[config.mk]
export PLATFORM = sky130hd
export DESIGN_NAME = sport_regs
export DESIGN_NICKNAME = d
export VERILOG_FILES = /design/src/rtl/sport_pkg.sv /design/src/rtl/sport_rxfifo.sv /design/src/rtl/sport_status.sv /design/src/rtl/sport_regs.sv
export SDC_FILE = /design/constraint.sdc
export NUM_CORES = 1
export LEC_CHECK = 0
export BUFFER_PORTS_ARGS = -buffer_cell sky130_fd_sc_hd__buf_2
export CORE_MARGIN = 2
export CORE_UTILIZATION = 60
export CTS_CLUSTER_SIZE = 40
export DETAILED_ROUTE_END_ITERATION = 16
export PLACE_DENSITY = 0.82
export SYNTH_ARGS = -nofsm -noshare
export SYNTH_HDL_FRONTEND = slang
export SYNTH_SLANG_ARGS = --single-unit
[constraint.sdc]
create_clock -name clk -period 4.4 [get_ports clk]
set_clock_uncertainty 0.15 [all_clocks]
set_input_delay 0.66 -clock clk [delete_from_list [all_inputs] [get_ports clk]]
set_output_delay 0.66 -clock clk [all_outputs]
set_load 0.005 [all_outputs]
[src/rtl/sport_pkg.sv]
package sport_pkg;
  // register indices (byte address >> 2)
  typedef enum logic [1:0] {
    REG_RXD  = 2'd0,
    REG_TXD  = 2'd1,
    REG_STAT = 2'd2,
    REG_CTRL = 2'd3
  } reg_sel_e;

  localparam int NUM_REGS   = 4;

  // status bit positions
  localparam int ST_RXVALID = 0;
  localparam int ST_RXFULL  = 1;
  localparam int ST_TXEMPTY = 2;
  localparam int ST_TXFULL  = 3;
  localparam int ST_PEND    = 4;
  localparam int ST_OVR     = 5;
  localparam int ST_FRM     = 6;
  localparam int ST_PAR     = 7;

  // control bit positions
  localparam int CT_TXRST   = 0;
  localparam int CT_RXRST   = 1;
  localparam int CT_IE      = 4;
endpackage

[src/rtl/sport_rxfifo.sv]
module sport_rxfifo #(
  parameter int DEPTH  = 8,
  parameter int BYTE_W = 8,
  localparam int PTR_W = $clog2(DEPTH),
  localparam int CNT_W = PTR_W + 1
) (
  input  logic              clk,
  input  logic              rst,
  input  logic              clr,
  input  logic              push_valid,
  input  logic [BYTE_W-1:0] push_data,
  output logic              push_ready,
  input  logic              pop,
  output logic [BYTE_W-1:0] dout,
  output logic [CNT_W-1:0]  count,
  output logic [CNT_W-1:0]  count_nxt
);
  logic [BYTE_W-1:0] mem [DEPTH];
  logic [PTR_W-1:0]  wp_q;
  logic [CNT_W-1:0]  cnt_q, cnt_d;
  logic [PTR_W-1:0]  rd_idx;
  logic              do_push, do_pop;
  logic [BYTE_W-1:0] dout_q;

  assign push_ready = (cnt_q != CNT_W'(DEPTH));
  assign do_push    = push_valid && push_ready && !clr;
  assign do_pop     = pop && (cnt_q != '0) && !clr;
  // head slot: write pointer minus occupancy, modulo depth
  assign rd_idx     = wp_q - cnt_q[PTR_W-1:0];

  always_comb begin
    cnt_d = cnt_q;
    if (clr) begin
      cnt_d = '0;
    end else begin
      unique case ({do_push, do_pop})
        2'b10:   cnt_d = cnt_q + 1'b1;
        2'b01:   cnt_d = cnt_q - 1'b1;
        default: cnt_d = cnt_q;
      endcase
    end
  end

  always_ff @(posedge clk) begin
    if (rst) begin
      cnt_q <= '0;
      wp_q  <= '0;
    end else begin
      cnt_q <= cnt_d;
      if (clr)          wp_q <= '0;
      else if (do_push) wp_q <= wp_q + 1'b1;
    end
  end

  // storage array: no reset, single write port, registered read
  always_ff @(posedge clk) begin
    if (do_push) mem[wp_q] <= push_data;
  end

  always_ff @(posedge clk) begin
    if (rst)      dout_q <= '0;
    else if (pop) dout_q <= mem[rd_idx];
  end

  assign dout      = dout_q;
  assign count     = cnt_q;
  assign count_nxt = cnt_d;
endmodule

[src/rtl/sport_status.sv]
module sport_status #(
  parameter int DATA_W = 32,
  parameter int DEPTH  = 8,
  localparam int CNT_W = $clog2(DEPTH) + 1
) (
  input  logic              clk,
  input  logic              rst,
  input  logic [CNT_W-1:0]  cnt_q,
  input  logic [CNT_W-1:0]  cnt_nxt,
  input  logic              tx_wr,
  output logic [DATA_W-1:0] status_word,
  output logic              pending
);
  import sport_pkg::*;

  logic pend_q;

  // sticky: set on transmit write or on a non-empty FIFO after this edge
  always_ff @(posedge clk) begin
    if (rst) pend_q <= 1'b0;
    else     pend_q <= pend_q | tx_wr | (cnt_nxt != '0);
  end

  always_comb begin
    status_word             = '0;
    status_word[ST_RXVALID] = (cnt_q != '0);
    status_word[ST_RXFULL]  = (cnt_q == CNT_W'(DEPTH));
    status_word[ST_TXEMPTY] = 1'b1;
    status_word[ST_TXFULL]  = 1'b0;
    status_word[ST_PEND]    = pend_q;
    status_word[ST_OVR]     = 1'b0;
    status_word[ST_FRM]     = 1'b0;
    status_word[ST_PAR]     = 1'b0;
  end

  assign pending = pend_q;
endmodule

[src/rtl/sport_regs.sv]
module sport_regs #(
  parameter int ADDR_W   = 8,
  parameter int DATA_W   = 32,
  parameter int BYTE_W   = 8,
  parameter int RX_DEPTH = 8
) (
  input  logic              clk,
  input  logic              rst,
  input  logic [ADDR_W-1:0] bus_addr,
  input  logic              bus_we,
  input  logic [DATA_W-1:0] bus_wdata,
  input  logic              bus_re,
  output logic [DATA_W-1:0] bus_rdata,
  input  logic              rx_valid,
  input  logic [BYTE_W-1:0] rx_data,
  output logic              rx_ready,
  output logic              tx_strobe,
  output logic [BYTE_W-1:0] tx_byte,
  output logic              irq
);
  import sport_pkg::*;

  localparam int IDX_W = ADDR_W - 2;
  localparam int CNT_W = $clog2(RX_DEPTH) + 1;

  logic [IDX_W-1:0]  idx;
  logic              in_win;
  reg_sel_e          sel;
  logic              wr_tx, wr_ctrl, rd_rx, rx_clr;
  logic [DATA_W-1:0] ctrl_q, txd_q, reg_rd_q, status_word;
  logic              rx_sel_q, tx_strobe_q, pend;
  logic [BYTE_W-1:0] tx_byte_q, fifo_dout;
  logic [CNT_W-1:0]  rx_cnt, rx_cnt_nxt;

  assign idx     = bus_addr[ADDR_W-1:2];
  assign in_win  = ({1'b0, idx} < (IDX_W+1)'(NUM_REGS));
  assign sel     = reg_sel_e'(idx[1:0]);
  assign wr_tx   = bus_we && in_win && (sel == REG_TXD);
  assign wr_ctrl = bus_we && in_win && (sel == REG_CTRL);
  assign rd_rx   = bus_re && in_win && (sel == REG_RXD);
  assign rx_clr  = wr_ctrl && bus_wdata[CT_RXRST];

  sport_rxfifo #(.DEPTH(RX_DEPTH), .BYTE_W(BYTE_W)) u_fifo (
    .clk        (clk),
    .rst        (rst),
    .clr        (rx_clr),
    .push_valid (rx_valid),
    .push_data  (rx_data),
    .push_ready (rx_ready),
    .pop        (rd_rx),
    .dout       (fifo_dout),
    .count      (rx_cnt),
    .count_nxt  (rx_cnt_nxt)
  );

  sport_status #(.DATA_W(DATA_W), .DEPTH(RX_DEPTH)) u_stat (
    .clk         (clk),
    .rst         (rst),
    .cnt_q       (rx_cnt),
    .cnt_nxt     (rx_cnt_nxt),
    .tx_wr       (wr_tx),
    .status_word (status_word),
    .pending     (pend)
  );

  // writable registers and transmit strobe
  always_ff @(posedge clk) begin
    if (rst) begin
      ctrl_q      <= '0;
      txd_q       <= '0;
      tx_strobe_q <= 1'b0;
      tx_byte_q   <= '0;
    end else begin
      tx_strobe_q <= wr_tx;
      if (wr_tx) begin
        txd_q     <= bus_wdata;
        tx_byte_q <= bus_wdata[BYTE_W-1:0];
      end
      if (wr_ctrl) ctrl_q <= bus_wdata;
    end
  end

  // registered read mux; receive data comes from the FIFO output register
  always_ff @(posedge clk) begin
    if (rst) begin
      reg_rd_q <= '0;
      rx_sel_q <= 1'b0;
    end else if (bus_re) begin
      rx_sel_q <= rd_rx;
      if (!in_win) begin
        reg_rd_q <= '0;
      end else begin
        unique case (sel)
          REG_RXD:  reg_rd_q <= '0;
          REG_TXD:  reg_rd_q <= txd_q;
          REG_STAT: reg_rd_q <= status_word;
          REG_CTRL: reg_rd_q <= ctrl_q;
          default:  reg_rd_q <= '0;
        endcase
      end
    end
  end

  assign bus_rdata = rx_sel_q ? {{(DATA_W-BYTE_W){1'b0}}, fifo_dout} : reg_rd_q;
  assign tx_strobe = tx_strobe_q;
  assign tx_byte   = tx_byte_q;
  assign irq       = pend & ctrl_q[CT_IE];
endmodule

Word-level counts from Yosys, hierarchy flattened
Memories as Yosys holds them, arrays and structs flattened. A register that Yosys moved wholly into a read port is not among the register bits.
Index checks and enable logic that the tools add are counted.
Word-level totals
  logic and storage cells: 47
  memories kept: 1
  register bits after elaboration: 114
  RAM bits: 64
Cells by class
  bitwise logic cells: 3
  $lt $le $gt $ge: 1
  mux-type cells: 7
  eq/ne operators: 7
  reduce and logical (&&, ||, !) cells: 15
  $add $sub $neg: 4
Memories
  u_fifo.mem: depth 8, width 8, read ports 1, clocked after Yosys merged registers in 1, wr ports 1, line sport_rxfifo.sv:18  | logic [BYTE_W-1:0] mem [DEPTH];
Operator list (count)
  32-bit one-hot mux with 4 select lines: 1
  32-bit 2-to-1 mux: 2
  1-bit logical AND: 10
  4-bit one-hot mux with 2 select lines: 1
  4-bit nonzero test: 2
  2-bit equality test, second input constant: 3
  6-bit by 3-bit less-than comparator with 1-bit output, second input constant: 1
  4-bit by 1-bit adder with 4-bit output, second input constant: 1
  2-bit by 1-bit equality test with 1-bit output, second input constant: 2
  4-bit equality test, second input constant: 1
  4-bit 2-to-1 mux: 1
  4-bit inequality test, second input constant: 1
  4-bit by 1-bit subtractor with 4-bit output, second input constant: 1
  3-bit by 1-bit adder with 3-bit output, second input constant: 1
  3-bit subtractor: 1
  2-bit zero test: 1
  1-bit 2-to-1 mux: 2
  1-bit bitwise OR: 2
  2-bit OR reduction: 1
  1-bit AND: 1
  1-bit zero test: 1

Logic depth before layout (Yosys ltp)
Gate-level depths: netlist of run 1.
  depth in word-level cells: 11
  depth in mapped cells: 13
  depth with buffers taken out: 11

Cells and area by module
Synthesis of run 1 repeated with hierarchy kept, for this count alone.
Second synthesis, totals
  cells, all modules: 713
  area, all modules: 7958.9 um^2
Modules (own cells, without submodules)
  sport_regs: cells an instance 479, area each 4428.0 um^2, instances 1, seq. area each 1961.9 um^2
  sport_rxfifo: cells an instance 196, area each 3246.9 um^2, instances 1, seq. area each 2222.1 um^2
  sport_status: cells an instance 38, area each 284.0 um^2, instances 1, seq. area each 20.0 um^2

Least setup slack after synthesis of run 1
OpenSTA, ideal clock, no wires.
  path type: input to register
  start: input bus_addr[4]
  end: register u_stat.pend_q (netlist: u_stat.pending)
  data arrival time: 3008 ps
  setup slack: 1184 ps
  buffers on the path: 1
  data required time: 4192 ps
  stages: 12
  cell sequence: nor4_4 > nand2_2 > nor4_1 > ha_1 > clkbuf_1 > xor2_1 > ha_1 > a21oi_1 > xor2_1 > or3_1 > a21oi_1 > a211o_1
Between the ends
  longest elaborated chain between the ends: 11
  elaborated cells between the ends (all ways): 18
  classes of those cells: order compare: 1; eq/ne: 2; mux: 2; bitwise: 2; reduce/logical: 11
Ends and longest elaborated chain
  start: declaration: line sport_regs.sv:9  | input logic [ADDR_W-1:0] bus_addr,
  6-bit by 3-bit less-than comparator with 1-bit output *: line sport_regs.sv:36  | assign in_win = ({1'b0, idx} < (IDX_W+1)'(NUM_REGS));
  1-bit logical AND: line sport_regs.sv:38, sport_regs.sv:39
  1-bit logical AND: line sport_regs.sv:39  | assign wr_ctrl = bus_we && in_win && (sel == REG_CTRL);
  1-bit logical AND: line sport_regs.sv:41  | assign rx_clr = wr_ctrl && bus_wdata[CT_RXRST];
  1-bit zero test: line sport_rxfifo.sv:26, sport_rxfifo.sv:27
  1-bit logical AND (on tied branches): line sport_rxfifo.sv:27, sport_rxfifo.sv:26
  2-bit by 1-bit equality test with 1-bit output / 2-bit equality test (equally long branches): line sport_rxfifo.sv:36  | unique case ({do_push, do_pop})
  4-bit one-hot mux with 2 select lines: line sport_rxfifo.sv:36
  4-bit 2-to-1 mux: line sport_rxfifo.sv:33  | if (clr) begin
  4-bit nonzero test: line sport_status.sv:21  | else pend_q <= pend_q | tx_wr | (cnt_nxt != '0);
  1-bit bitwise OR *: line sport_status.sv:21
  end signal: assignment: line sport_status.sv:21
  end: declaration: line sport_status.sv:16  | logic pend_q;
Every way passes the cells marked *; elsewhere a longest branch is shown, timed or not.
A chain may end at the register's enable or synchronous reset.

Worst setup path in the final report of run 1
Same ends and word-level chain as after synthesis.

==> results of run 1 <==
==> worst max-delay path: stages <==
cell,delay (ps)
buf_2,110
nor4_4,480
nand2_2,220
nor4_1,400
ha_1,360
xor2_1,180
ha_1,160
a21oi_1,50
xor2_1,170
or3_1,310
a21oi_1,200
a211o_1,120
==> through the flow <==
step	utilization (%)	instances	instance area [um2]	setup slack [ps]	hold slack [ps]
3_3_place_gp	65.29	878	7810	907.9	287.8
2_1_floorplan	-	685	7342	1184	282.9
5_1_grt	70.24	910	8402	1047	320.2
6_report	70.24	910	8402	1206	301.5
4_1_cts	70.24	910	8402	1259	302.4
3_5_place_dp	65.29	878	7810	824.9	293.9
==> cells in the mapped netlist, drive strengths merged (2+ instances only) <==
library cell | count | area share [%]
and3 | 3 | 0.26
xor2 | 7 | 0.84
nand4 | 3 | 0.26
and2 | 2 | 0.17
ha | 5 | 0.85
xnor2 | 2 | 0.34
edfxtp | 64 | 26
a21oi | 73 | 5.0
dfxtp | 114 | 31
nand2 | 135 | 6.9
nor2b | 26 | 2.2
mux4 | 16 | 4.9
mux2i | 9 | 1.2
buf | 24 | 2.0
nor3 | 8 | 0.70
a22oi | 32 | 3.3
mux2 | 37 | 5.7
o21ai | 4 | 0.27
clkbuf | 35 | 1.8
nand3 | 4 | 0.34
nor2 | 55 | 2.8
inv | 5 | 0.26
nor4 | 4 | 0.55
a211oi | 8 | 0.89
==> flip-flops by register name (all words and copies together) (netlist names) <==
name and count:
ctrl_q 32, reg_rd_q 32, rx_sel_q 1, tx_strobe 1, txd_q 32, u_fifo.count 4, u_fifo.dout 8, u_fifo.mem 64
u_fifo.wp_q 3, u_stat.pending 1
==> area by class of cell <==
cell class	count	area, um2
tap	147	183.9
multi-input combinational	443	2845
clock inverter	14	162.7
fill	845	3560
inverter	5	18.77
clock buffer	18	429.2
sequential	178	4204
timing repair buffer	105	558.0
==> metal layers <==
metal  global-route usage, %  part of all wire [%]  up-vias
met2                   45.64                    51      231
met1                   33.17                    40     2644
li1                        -                     -     2516
met3                   5.029                   5.9       34
met4                   11.30                   2.4        0
met5                       0                     0        -
==> layout by cell type (no fill, tap or decap), types with 2 or more instances in the layout <==
cell | synthesis | final
mux4_2 | 16 | 16
edfxtp_1 | 64 | 64
buf_2 | 13 | 92
mux2i_1 | 9 | 9
dfxtp_1 | 114 | 114
a22oi_1 | 32 | 32
o21ai_0 | 4 | 4
and3_1 | 3 | 3
nor2_1 | 55 | 54
clkbuf_16 | 0 | 17
nand3_1 | 3 | 3
a21oi_1 | 73 | 73
mux2_2 | 37 | 37
nand2_1 | 134 | 134
inv_1 | 5 | 5
nor4_1 | 3 | 3
a211oi_1 | 7 | 7
ha_1 | 5 | 5
clkinvlp_4 | 0 | 2
and2_1 | 2 | 2
bufinv_16 | 0 | 3
clkinv_1 | 0 | 2
nand4_1 | 3 | 3
nor3_1 | 7 | 7
nor2b_1 | 26 | 26
buf_4 | 8 | 13
clkinvlp_2 | 0 | 2
clkinv_4 | 0 | 2
xor2_1 | 7 | 7
inv_6 | 0 | 2
==> worst paths after layout <==
| path | start | to | slack, ps | depth (start not counted) |
|---|---|---|---|---|
| worst max-delay path | bus_addr[4] | u_stat.pending | 1210 | 12 |
| worst min-delay path | ctrl_q[15] | ctrl_q[15] | 300 | 2 |
| worst min register to register | ctrl_q[15] | ctrl_q[15] | 300 | 2 |
| worst max register to register | u_fifo.count[0] | u_stat.pending | 1390 | 10 |
==> kinds of logic after synthesis <==
group                    Yosys count  share of synthesized area [%]
adder cells (fa/ha/maj)            6                          1.125
AND/OR/NAND/NOR                  244                          14.66
XOR/XNOR                           9                          1.176
buffers and inverters             64                          4.022
multiplexers                      62                          11.81
AO/OA/AOI/OAI                    122                          9.952
flip-flops                       178                          57.26
==> where the power goes <==
group / total, mW / leakage [nW] / switching, mW / internal [mW]
registers: 1.74 / 1.50 / 0.0161 / 1.73
logic: 0.294 / 1.40 / 0.164 / 0.130
clock network: 1.51 / 0.278 / 0.615 / 0.890
==> run metrics, run 1 <==
status complete, no violations; Nets 809; Core Rows 40; Antenna Nets Post-Route 0; total of max-cap violations 0; DR vias 5425; Crit Path Class input pin to register; Post-synth EDFFs 64; H-tree levels 4; die width 114.6 um; Yosys cell types 44; TritonCTS Buffers 17; Total Wirelength 16840 um; Die Span Y 114.6 um; layout cell share with drive strength beyond 1 25.43%; first-pass GRT wire length 26570 um; Syn Std Cell Area 0.007342 mm2; Synth Flop Type dfxtp_1; Detailed Route Iter0 Violations 499; RD Place Congestion 0.8075; global-route usage over all layers 26.66%; RSZ-0062 raised after global routing no; worst min path class register to register; clock sinks 178; clk root buf clkbuf_16; Yosys reg bits 178; 1st-pass router iterations 5; # DRC 0; peak supply drop 364.8 uV; initial antenna violation count 0; max-slew violation total from the final report 0; Synth async-reset ratio 0%; clk_lat worst skew 420 ps; Die Area 0.01314 mm2; Slew headroom 22.40%; CP startpoint kind input pin; worst path required time 4620 ps; GRT overflow 0; Final setup viols 0; crit path max fanout 7; Power, Total 3.543 mW; clock slew seen by the registers of the worst setup and hold paths 60 ps; I/O pin total 96; hold_buf cts 0; vias in the first global route 5404; Leak Pwr 3.179 nW; Yosys warnings 0; fmax 313.1 MHz; Net Count, Synth 744; setup TNS 0 ps; Syn-to-layout area delta 14.43%; Initial Util 61.38%; drt wl/cell 18.51 um; synthesized instance count 685; largest net degree at the start of global routing 69; Vias/cell 5.962; CP Capture Type register; worst slew pin tran 1164 ps; Cell Pwr Density 421.7 mW/mm2; Synth Area per Inst 10.72 um2; CP arrival 3410 ps; final worst-path cycle share 72.59%; CTS tree yes; Longest Clk Path Bufs 2; core area 0.01196 mm2; minimum clock period 3194 ps; endpoints failing hold 0; DP HPWL 10740 um; count of cells resized by post-cts repair 0; n_diodes 0; PortBufs 93; Post-CTS Setup Inserts 0; sequential fraction of the synthesis area 57.26%
No activity file was read; power rests on OpenSTA's default activity.
==> run 2: changes to the inputs <==
--- a/config.mk
+++ b/config.mk
@@ -5,12 +5,13 @@
 export SDC_FILE = /design/constraint.sdc
 export NUM_CORES = 1
 export LEC_CHECK = 0
+export ABC_AREA = 1
 export BUFFER_PORTS_ARGS = -buffer_cell sky130_fd_sc_hd__buf_2
 export CORE_MARGIN = 2
-export CORE_UTILIZATION = 60
+export CORE_UTILIZATION = 52
 export CTS_CLUSTER_SIZE = 40
 export DETAILED_ROUTE_END_ITERATION = 16
-export PLACE_DENSITY = 0.82
+export PLACE_DENSITY = 0.76
 export SYNTH_ARGS = -nofsm -noshare
 export SYNTH_HDL_FRONTEND = slang
 export SYNTH_SLANG_ARGS = --single-unit
==> constraint.sdc (replaced) <==
create_clock -name clk -period 2.7 [get_ports clk]
set_clock_uncertainty 0.15 [all_clocks]
set_input_delay 0.405 -clock clk [delete_from_list [all_inputs] [get_ports clk]]
set_output_delay 0.405 -clock clk [all_outputs]
set_load 0.005 [all_outputs]
==> run 2 against run 1 <==
Against the previous run: sequential share of layout area fell by 2.1 points; clock-buffer cell count rose by 4; area after synthesis rose by 5.0%; die area rose by 20%; highest routed layer unchanged.
==> run metrics, run 2 <==
status complete, no violations; Placed Instances 1149; worst path required time 2610 ps; count of non-filler cells in the finished layout 1181; I/O pin total 96; combinational power share 13.3%; initial antenna violation count 0; CP delay by family, top simple AND/OR/NAND/NOR gates; count of cells resized by post-cts repair 0; Vias/cell 5.159; pre-CTS WS 64.87 ps; commonest non-fill, non-tap cells in the layout nand2_1 (185), nor2_1 (120), dfxtp_1 (114); RSZ-0062 raised after global routing no; RD Place Congestion 0.8471; WL met2 8236 um; CP peak stage delay 630 ps; clock power share 38.9%; sequential fraction of the synthesis area 54.52%; Synth Flop Type dfxtp_1; Crit Path Class register to register; Detailed Route Iter0 Violations 448; Post-CTS Setup Inserts 0; Total Wirelength 16870 um; count leader, synth nand2_1; fmax 428.7 MHz; DR vias 6093; Yosys warnings 0; Syn Std Cell Area 0.007711 mm2; core area 0.01453 mm2; M1 wire length 7605 um; global-route usage over all layers 21.61%; Syn-to-layout area delta 13.71%; Post-synth top cells nand2_1 (185), nor2_1 (120), dfxtp_1 (114); PortBufs 93; top sig layer met4; final worst-path cycle share 86.38%; crit path max-delay cell type nor2_1; most common cell after layout, fill and taps aside nand2_1; Die Area 0.01582 mm2; Synth Area per Inst 8.446 um2; Yosys top cell area share 29.60%; clock sinks 178; largest area contributor in the netlist dfxtp_1; endpoints failing hold 0; Nets 1043; die width 125.8 um; met3 WL 803 um; Post-synth EDFFs 64; sw frac 26.43%; most flop-heavy register u_fifo.mem; net switching power 1.578 mW; clk root buf clkbuf_16; Final setup viols 0; H-tree levels 4; peak supply drop 456.2 uV; Synth async-reset ratio 0%; Antenna Nets Post-Route 0; hold depth 3; Longest Clk Path Bufs 2; Power, Total 5.970 mW; Leak Pwr 3.517 nW; Net Count, Synth 972; Reg2Reg Depth 9; Initial Util 53.06%; CP bufs+invs 4; crit path max fanout 8; Int Power 4.392 mW; clk_lat worst skew 430 ps; TritonCTS Buffers 17; worst slew pin tran 806.2 ps; first-pass GRT wire length 27540 um; Slew headroom 46.06%; top post-synthesis cells by area dfxtp_1 (30%), edfxtp_1 (25%), nand2_1 (9.0%); clock slew seen by the registers of the worst setup and hold paths 60 ps; CP Capture Type register; drt wl/cell 14.29 um; setup TNS 0 ps; vias in the first global route 5829; max reg flops 64; # DRC 0; Core Rows 44; CP Depth 9; DP HPWL 11160 um; CP startpoint kind register; CTS tree yes; Cell Pwr Density 680.9 mW/mm2; largest net degree at the start of global routing 47; crit-path cells inv_2 > nand3_1 > nand2_1 > inv_1 > nand2_2 > buf_4 > inv_2 > nand2_1 > nor2_1; CP arrival 2240 ps; synthesized instance count 913; max-slew violation total from the final report 0; final cell area excluding filler cells 0.008768 mm2; GRT overflow 0; worst min path class input pin to register; sequential share of power 47.8%; minimum clock period 2332 ps; worst setup margin 367.6 ps; 1st-pass router iterations 4; Yosys cell types 34; n_diodes 0; dpl cell area 0.008204 mm2; hold_buf cts 0; layout cell share with drive strength beyond 1 18.86%; Yosys reg bits 178; total of max-cap violations 0; Die Span Y 125.8 um
-- run 2: metrics by stage --
| step | util (%) | hold WS (ps) |
|---|---|---|
| after floorplan | - | 279.7 |
| after global routing | 60.33 | 95.49 |
| final | 60.33 | 73.98 |
| after global placement | 56.45 | 287.5 |
| after detailed placement | 56.45 | 293.3 |
| after CTS | 60.33 | 59.62 |
-- run 2: logic make-up after synthesis --
group / share of synthesized area [%]
AO/OA/AOI/OAI: 16.39
XOR/XNOR: 0.3408
adder cells (fa/ha/maj): 1.071
buffers and inverters: 9.752
flip-flops: 54.52
multiplexers: 1.168
AND/OR/NAND/NOR: 16.76
-- run 2: routing by layer --
metal / track usage [%] / vias to the layer above
li1: - / 3105
met3: 4.928 / 17
met2: 37.07 / 141
met4: 6.593 / 0
met5: 0 / -
met1: 27.38 / 2830
-- run 2: power by group through the flow --
| stage | sequential, mW | clock, mW | combinational, mW |
|---|---|---|---|
| finish | 2.86 | 2.32 | 0.793 |
| global route | 2.86 | 2.47 | 0.913 |
| CTS | 2.86 | 2.35 | 0.793 |
| detailed placement | 2.91 | 0 | 0.788 |
| global placement | 2.91 | 0 | 0.772 |
| floorplan | 2.91 | 0 | 0.585 |
-- run 2: final cells by class --
type                    instances  area, um2
fillers                      1272       5766
flip-flops and latches        178       4204
multi-input cells             572       2755
repair buffers                110      618.1
clock buffers                  22      495.5
inverters                     105      396.6
well taps                     184      230.2
clock inverters                10      68.82
-- run 2: worst paths after layout --
kind	from	to	slack, ps
worst max-delay path	u_fifo.count[2]	u_fifo.mem[3][3]	370
worst min-delay path	bus_wdata[5]	ctrl_q[5]	70
worst max register to register	u_fifo.count[2]	u_fifo.mem[3][3]	370
worst min register to register	ctrl_q[26]	ctrl_q[26]	300
-- run 2: tightest hold or removal path, delay by kind of cell --
family	cells	cell delay, ps
AO/OA/AOI/OAI	1	60
buffers and inverters	1	90
AND/OR/NAND/NOR	1	70
